==> src/rtl/apb_mon_pkg.sv <==
// Package: shared constants for the bus compliance monitor.
// Assumes: the flag vector layout below is fixed; consumers decode bits by index.
package apb_mon_pkg;
    localparam int VIOL_N        = 4;
    localparam int VB_EN_NOSEL   = 0;  // enable seen without select
    localparam int VB_NO_SETUP   = 1;  // access phase without a setup cycle
    localparam int VB_UNSTABLE   = 2;  // held signal moved after a wait cycle
    localparam int VB_AFTER_DONE = 3;  // enable still high after completion
endpackage

==> src/rtl/apb_mon_history.sv <==
// Module: registers the bus lines sampled at the previous rising edge.
// Assumes: synchronous active-low reset; reset value is an idle bus.
module apb_mon_history #(
    parameter int ADDR_W = 16,
    parameter int DATA_W = 32
) (
    input  logic              clk,
    input  logic              rst_n,
    input  logic              sel,
    input  logic              enable,
    input  logic              ready,
    input  logic              write,
    input  logic [ADDR_W-1:0] addr,
    input  logic [DATA_W-1:0] wdata,
    output logic              h_sel,
    output logic              h_enable,
    output logic              h_ready,
    output logic              h_write,
    output logic [ADDR_W-1:0] h_addr,
    output logic [DATA_W-1:0] h_wdata
);
    // Capture control lines each edge; idle after reset.
    always_ff @(posedge clk) begin
        if (!rst_n) begin
            h_sel    <= 1'b0;
            h_enable <= 1'b0;
            h_ready  <= 1'b0;
            h_write  <= 1'b0;
        end else begin
            h_sel    <= sel;
            h_enable <= enable;
            h_ready  <= ready;
            h_write  <= write;
        end
    end

    // Capture address and write data each edge.
    always_ff @(posedge clk) begin
        if (!rst_n) begin
            h_addr  <= '0;
            h_wdata <= '0;
        end else begin
            h_addr  <= addr;
            h_wdata <= wdata;
        end
    end
endmodule

==> src/rtl/apb_mon_rules.sv <==
// Module: evaluates the sequencing and stability rules and keeps sticky flags.
// Assumes: h_* are the same lines one edge earlier; h_done marks that the
// previous edge was a completion.
module apb_mon_rules
    import apb_mon_pkg::*;
#(
    parameter int ADDR_W = 16,
    parameter int DATA_W = 32
) (
    input  logic              clk,
    input  logic              rst_n,
    input  logic              sel,
    input  logic              enable,
    input  logic              ready,
    input  logic              write,
    input  logic [ADDR_W-1:0] addr,
    input  logic [DATA_W-1:0] wdata,
    input  logic              h_sel,
    input  logic              h_enable,
    input  logic              h_ready,
    input  logic              h_write,
    input  logic [ADDR_W-1:0] h_addr,
    input  logic [DATA_W-1:0] h_wdata,
    input  logic              h_done,
    output logic [VIOL_N-1:0] flags
);
    logic [VIOL_N-1:0] hit;
    logic              was_wait;
    logic              moved;

    // Previous edge was a wait cycle inside an access phase.
    always_comb was_wait = h_sel && h_enable && !h_ready;

    // Any held line differs from its value at the wait edge.
    always_comb moved = (addr != h_addr) || (wdata != h_wdata) ||
                        (write != h_write) || (sel != h_sel);

    // Per-edge rule evaluation.
    always_comb begin
        hit = '0;
        hit[VB_EN_NOSEL]   = enable && !sel;
        hit[VB_NO_SETUP]   = sel && enable && !h_enable && !h_sel;
        hit[VB_UNSTABLE]   = was_wait && moved;
        hit[VB_AFTER_DONE] = h_done && enable;
    end

    // One sticky flag per rule.
    for (genvar gi = 0; gi < VIOL_N; gi++) begin : g_flag
        // Set on first hit, hold until reset.
        always_ff @(posedge clk) begin
            if (!rst_n)
                flags[gi] <= 1'b0;
            else if (hit[gi])
                flags[gi] <= 1'b1;
        end

        AST_FLAG_STICKY: assert property (@(posedge clk) disable iff (!rst_n)
            flags[gi] |=> flags[gi]);
    end

    AST_SETUP_FLAG_SOURCE: assert property (@(posedge clk) disable iff (!rst_n)
        $rose(flags[VB_NO_SETUP]) |-> $past(sel && enable));
endmodule

==> src/rtl/apb_mon_counter.sv <==
// Module: saturating event counter.
// Assumes: inc is a single-cycle qualifier; value holds at all-ones.
module apb_mon_counter #(
    parameter int W = 16
) (
    input  logic         clk,
    input  logic         rst_n,
    input  logic         inc,
    output logic [W-1:0] cnt
);
    localparam logic [W-1:0] TOP = {W{1'b1}};

    // Count qualified events, stop at the top value.
    always_ff @(posedge clk) begin
        if (!rst_n)
            cnt <= '0;
        else if (inc && (cnt != TOP))
            cnt <= cnt + 1'b1;
    end

    AST_NO_OVERFLOW: assert property (@(posedge clk) disable iff (!rst_n)
        (cnt == TOP) |=> (cnt == TOP));

    AST_IDLE_HOLD: assert property (@(posedge clk) disable iff (!rst_n)
        !inc |=> $stable(cnt));
endmodule

==> src/rtl/apb_compliance_monitor.sv <==
// Module: top of the passive bus compliance monitor.
// Assumes: one subordinate port, all lines synchronous to clk, synchronous
// active-low reset. Never drives the bus.
module apb_compliance_monitor
    import apb_mon_pkg::*;
#(
    parameter int ADDR_W = 16,
    parameter int DATA_W = 32,
    parameter int CNT_W  = 16
) (
    input  logic              clk,
    input  logic              rst_n,
    input  logic              sel,
    input  logic              enable,
    input  logic              ready,
    input  logic              write,
    input  logic [ADDR_W-1:0] addr,
    input  logic [DATA_W-1:0] wdata,
    input  logic              slverr,
    output logic [VIOL_N-1:0] viol_flags,
    output logic              done_pulse,
    output logic [CNT_W-1:0]  xfer_count,
    output logic [CNT_W-1:0]  err_count
);
    logic              h_sel, h_enable, h_ready, h_write;
    logic [ADDR_W-1:0] h_addr;
    logic [DATA_W-1:0] h_wdata;
    logic              finish;
    logic              finish_err;

    // The single completion term every report keys off.
    always_comb finish = sel && enable && ready;

    // Error response only counts on the completion edge.
    always_comb finish_err = finish && slverr;

    // Completion marker, visible for the following cycle.
    always_ff @(posedge clk) begin
        if (!rst_n)
            done_pulse <= 1'b0;
        else
            done_pulse <= finish;
    end

    apb_mon_history #(.ADDR_W(ADDR_W), .DATA_W(DATA_W)) i_hist (
        .clk(clk), .rst_n(rst_n),
        .sel(sel), .enable(enable), .ready(ready), .write(write),
        .addr(addr), .wdata(wdata),
        .h_sel(h_sel), .h_enable(h_enable), .h_ready(h_ready),
        .h_write(h_write), .h_addr(h_addr), .h_wdata(h_wdata)
    );

    apb_mon_rules #(.ADDR_W(ADDR_W), .DATA_W(DATA_W)) i_rules (
        .clk(clk), .rst_n(rst_n),
        .sel(sel), .enable(enable), .ready(ready), .write(write),
        .addr(addr), .wdata(wdata),
        .h_sel(h_sel), .h_enable(h_enable), .h_ready(h_ready),
        .h_write(h_write), .h_addr(h_addr), .h_wdata(h_wdata),
        .h_done(done_pulse),
        .flags(viol_flags)
    );

    apb_mon_counter #(.W(CNT_W)) i_xfer_cnt (
        .clk(clk), .rst_n(rst_n), .inc(finish), .cnt(xfer_count)
    );

    apb_mon_counter #(.W(CNT_W)) i_err_cnt (
        .clk(clk), .rst_n(rst_n), .inc(finish_err), .cnt(err_count)
    );

    AST_COUNT_NEEDS_DONE: assert property (@(posedge clk) disable iff (!rst_n)
        (xfer_count != $past(xfer_count)) |-> done_pulse);

    AST_ERR_LE_XFER: assert property (@(posedge clk) disable iff (!rst_n)
        err_count <= xfer_count);

    AST_DONE_FROM_ACCESS: assert property (@(posedge clk) disable iff (!rst_n)
        done_pulse |-> (h_enable && h_sel));
endmodule

==> config.mk <==
export PLATFORM = sky130hd
export DESIGN_NAME = apb_compliance_monitor
export DESIGN_NICKNAME = d
export VERILOG_FILES = /design/src/rtl/apb_mon_pkg.sv /design/src/rtl/apb_mon_history.sv /design/src/rtl/apb_mon_rules.sv /design/src/rtl/apb_mon_counter.sv /design/src/rtl/apb_compliance_monitor.sv
export SDC_FILE = /design/constraint.sdc
export NUM_CORES = 1
export LEC_CHECK = 0
export BUFFER_PORTS_ARGS = -buffer_cell sky130_fd_sc_hd__buf_2
export CORE_AREA = 10 10 92 94
export DETAILED_ROUTE_END_ITERATION = 10
export DIE_AREA = 0 0 102 104
export GPL_TIMING_DRIVEN = 0
export PLACE_DENSITY = 0.86
export SYNTH_ARGS = -nofsm -noshare
export SYNTH_HDL_FRONTEND = slang
export SYNTH_SLANG_ARGS = --single-unit
export TNS_END_PERCENT = 20
==> constraint.sdc <==
create_clock -name clk -period 2.7 [get_ports clk]
set_input_delay 0.54 -clock clk [delete_from_list [all_inputs] [get_ports clk]]
set_output_delay 0.54 -clock clk [all_outputs]
set_load 0.005 [all_outputs]
==> out/results.ini <==
[status]
outcome = finished clean

[setup_path]
crit_path_end_kind = flip-flop
worstSetupPathType = reg2reg
crit_fanout = 8
cp-start-kind = flip-flop
crit_arrival_ns = 2.25
required_ns = 2.95

[die]
core_area_um2 = 6680
row_count = 30
die_w_um = 102
die-area_um2 = 10600
io_pins = 92
initial_utilization_pct = 55.7
chipHeight_um = 104

[global_routing]
grt_max_degree = 18
grt_pass1_wl_um = 14700
grt_use_total_pct = 17.1
grt_pass1_vias = 3152
gr-total-overflow = 0
antenna_found_initial = 1

[routing]
first_pass_iters = 4
wl_met1_um = 3660
routed_wl_um = 8780
top_layer = met4
ant_nets = 0
met2_length_um = 4300
via_per_inst = 5.27
met3WireLength_um = 640
first_iter_violations = 104
vias = 3008
avgRoutedWirePerCell_um = 15.4
drc = 0

[logic_synthesis]
synth.area.top_cells = dfxtp_1, and2_1, xnor2_1, nand4_1, xor2_1
synthCells = 383
yosysTopAreaCellShare_pct = 47.9
synth_top_area_cell = dfxtp_1
yosys_most_used_dff = dfxtp_1
netlist_area_um2 = 3720
ys_warn_count = 0
synth_xor_area_share_pct = 15.1
ys_types = 38
ys_async_sr_fraction_pct = 0
synthMuxAreaShare_pct = 1.35
synth-compound-area-share_pct = 5.28
synthesis.nets = 440
synthAdderAreaFrac_pct = 0.673
ys_seq_elements = 89
seq_area_frac_synth_pct = 47.9
synth_edf_count = 0
syn_avg_cell_area_um2 = 9.71
synth_top_family_by_area = simple AND/OR/NAND/NOR gates
synth-simple-area-share_pct = 27.6

[clock_network]
cts_setup_buffers = 0
hold_buffers = 0
numCtsBuffers = 9
clk_transition_reported_paths_ns = 0.10
htree_levels = 3
cts_tree = built
cts_sinks = 89
cts_root_buf = clkbuf_8
post_cts_resized = 0
clk_latency_ns = 0.36
clockBufferDepth = 2

[sta]
final_max_slew_viol_count = 0
fin_ws_ns = 0.699
fin_setup_tns_ns = 0
hold_violations = 0
relSlewSlack_pct = 65.0
period_needed_ns = 2.00
fin_crit_sh_pct = 74.1
fin_skew_ns = 0.0103
worstMarginPinSlew_ns = 0.520
hold-worst-slack_ns = 0.400
rsz0062_at_grt = no
setup_viol = 0
fmax_mhz = 500

[power]
power_density_nw_per_um2 = 569
power.total_mw = 2.55
p_leak_nw = 1.92
peakVddDrop_uv = 370

[finish]
final_cell_mix = buf_2, dfxtp_1, and2_1
fin_cells = 571
final_area_um2 = 4480
final_core_util_pct = 67.1
area_delta_synth_final_pct = 20.6
post_route_cells_drive_above_1_share_pct = 22.9
final_common_cell = buf_2
nets = 542

[worst_hold_path]
hold_class = in2reg

[placement]
place_hpwl_um = 6730
dp_cells = 554
numPortBuffers = 91
place_area_um2 = 4270
dp_slack_ns = 0.662
place_congestion = 0.928

[run]
maxCapViolations = 0

-- layer usage --
metal	up-vias	global-route usage, %
met3	14	5.45
li1	1510	-
met4	0	7.46
met1	1381	19.3
met2	103	28.6
met5	-	0
-- cells in the mapped netlist (3+ instances only) --
cell	n
a21boi_0	3
a21oi_1	5
and2_1	72
and3_1	5
clkbuf_1	10
dfxtp_1	89
inv_1	8
mux2i_1	5
nand2_1	18
nand2b_1	6
nand3_1	16
nand4_1	25
nor2_1	4
nor2b_1	3
nor3_1	8
nor4_1	6
o21a_1	4
o21ai_0	5
or3_1	4
xnor2_1	51
xor2_1	13
-- worst max-delay path, cell delays in order (launching register included) --
cell	delay (ns)
dfxtp_1	0.45
ha_1	0.30
nand3_1	0.14
or4_1	0.49
buf_2	0.18
nand2_4	0.12
xnor2_1	0.07
and2_1	0.16
-- power by group --
group / internal [mW] / switching (mW)
sequential: 1.36 / 0.0231
clock: 0.448 / 0.515
combinational: 0.110 / 0.0974
-- flip-flops by register name, indices dropped and copies added (netlist names) --
signal and count:
i_hist.h_sel 1, i_err_cnt.cnt 16, i_xfer_cnt.cnt 16, i_hist.h_addr 16, i_hist.h_write 1, i_hist.h_ready 1, i_rules.flags 4, i_hist.h_wdata 32
i_hist.h_enable 1, done_pulse 1
-- cell families after synthesis --
group / Yosys count
flip-flops: 89
multiplexers: 5
XOR/XNOR: 64
buffers and inverters: 20
AND/OR/NAND/NOR: 174
adder cells (fa/ha/maj): 2
AO/OA/AOI/OAI: 29
-- path summary, 6_finish.rpt --
path                                   startpoint                 end  slack [ns]  cells past startpoint
worst max-delay path            i_xfer_cnt.cnt[0]   i_xfer_cnt.cnt[0]        0.70                      7
worst min-delay path                    wdata[20]  i_hist.h_wdata[20]        0.40                      2
worst max register to register  i_xfer_cnt.cnt[0]   i_xfer_cnt.cnt[0]        0.70                      7
worst min register to register   i_rules.flags[1]    i_rules.flags[1]        0.50                      1
-- cell type report --
| type | count | area (µm²) |
|---|---|---|
| Timing Repair Buffer | 91 | 455 |
| Sequential cell | 89 | 1780 |
| Multi-Input combinational cell | 274 | 1860 |
| Clock buffer | 9 | 124 |
| Tap cell | 80 | 100 |
| Inverter | 8 | 30.0 |
| Antenna cell | 1 | 2.50 |
| Buffer | 12 | 47.5 |
| Fill cell | 528 | 2200 |
| Clock inverter | 7 | 83.8 |
Power figures use the tool's default switching activity.
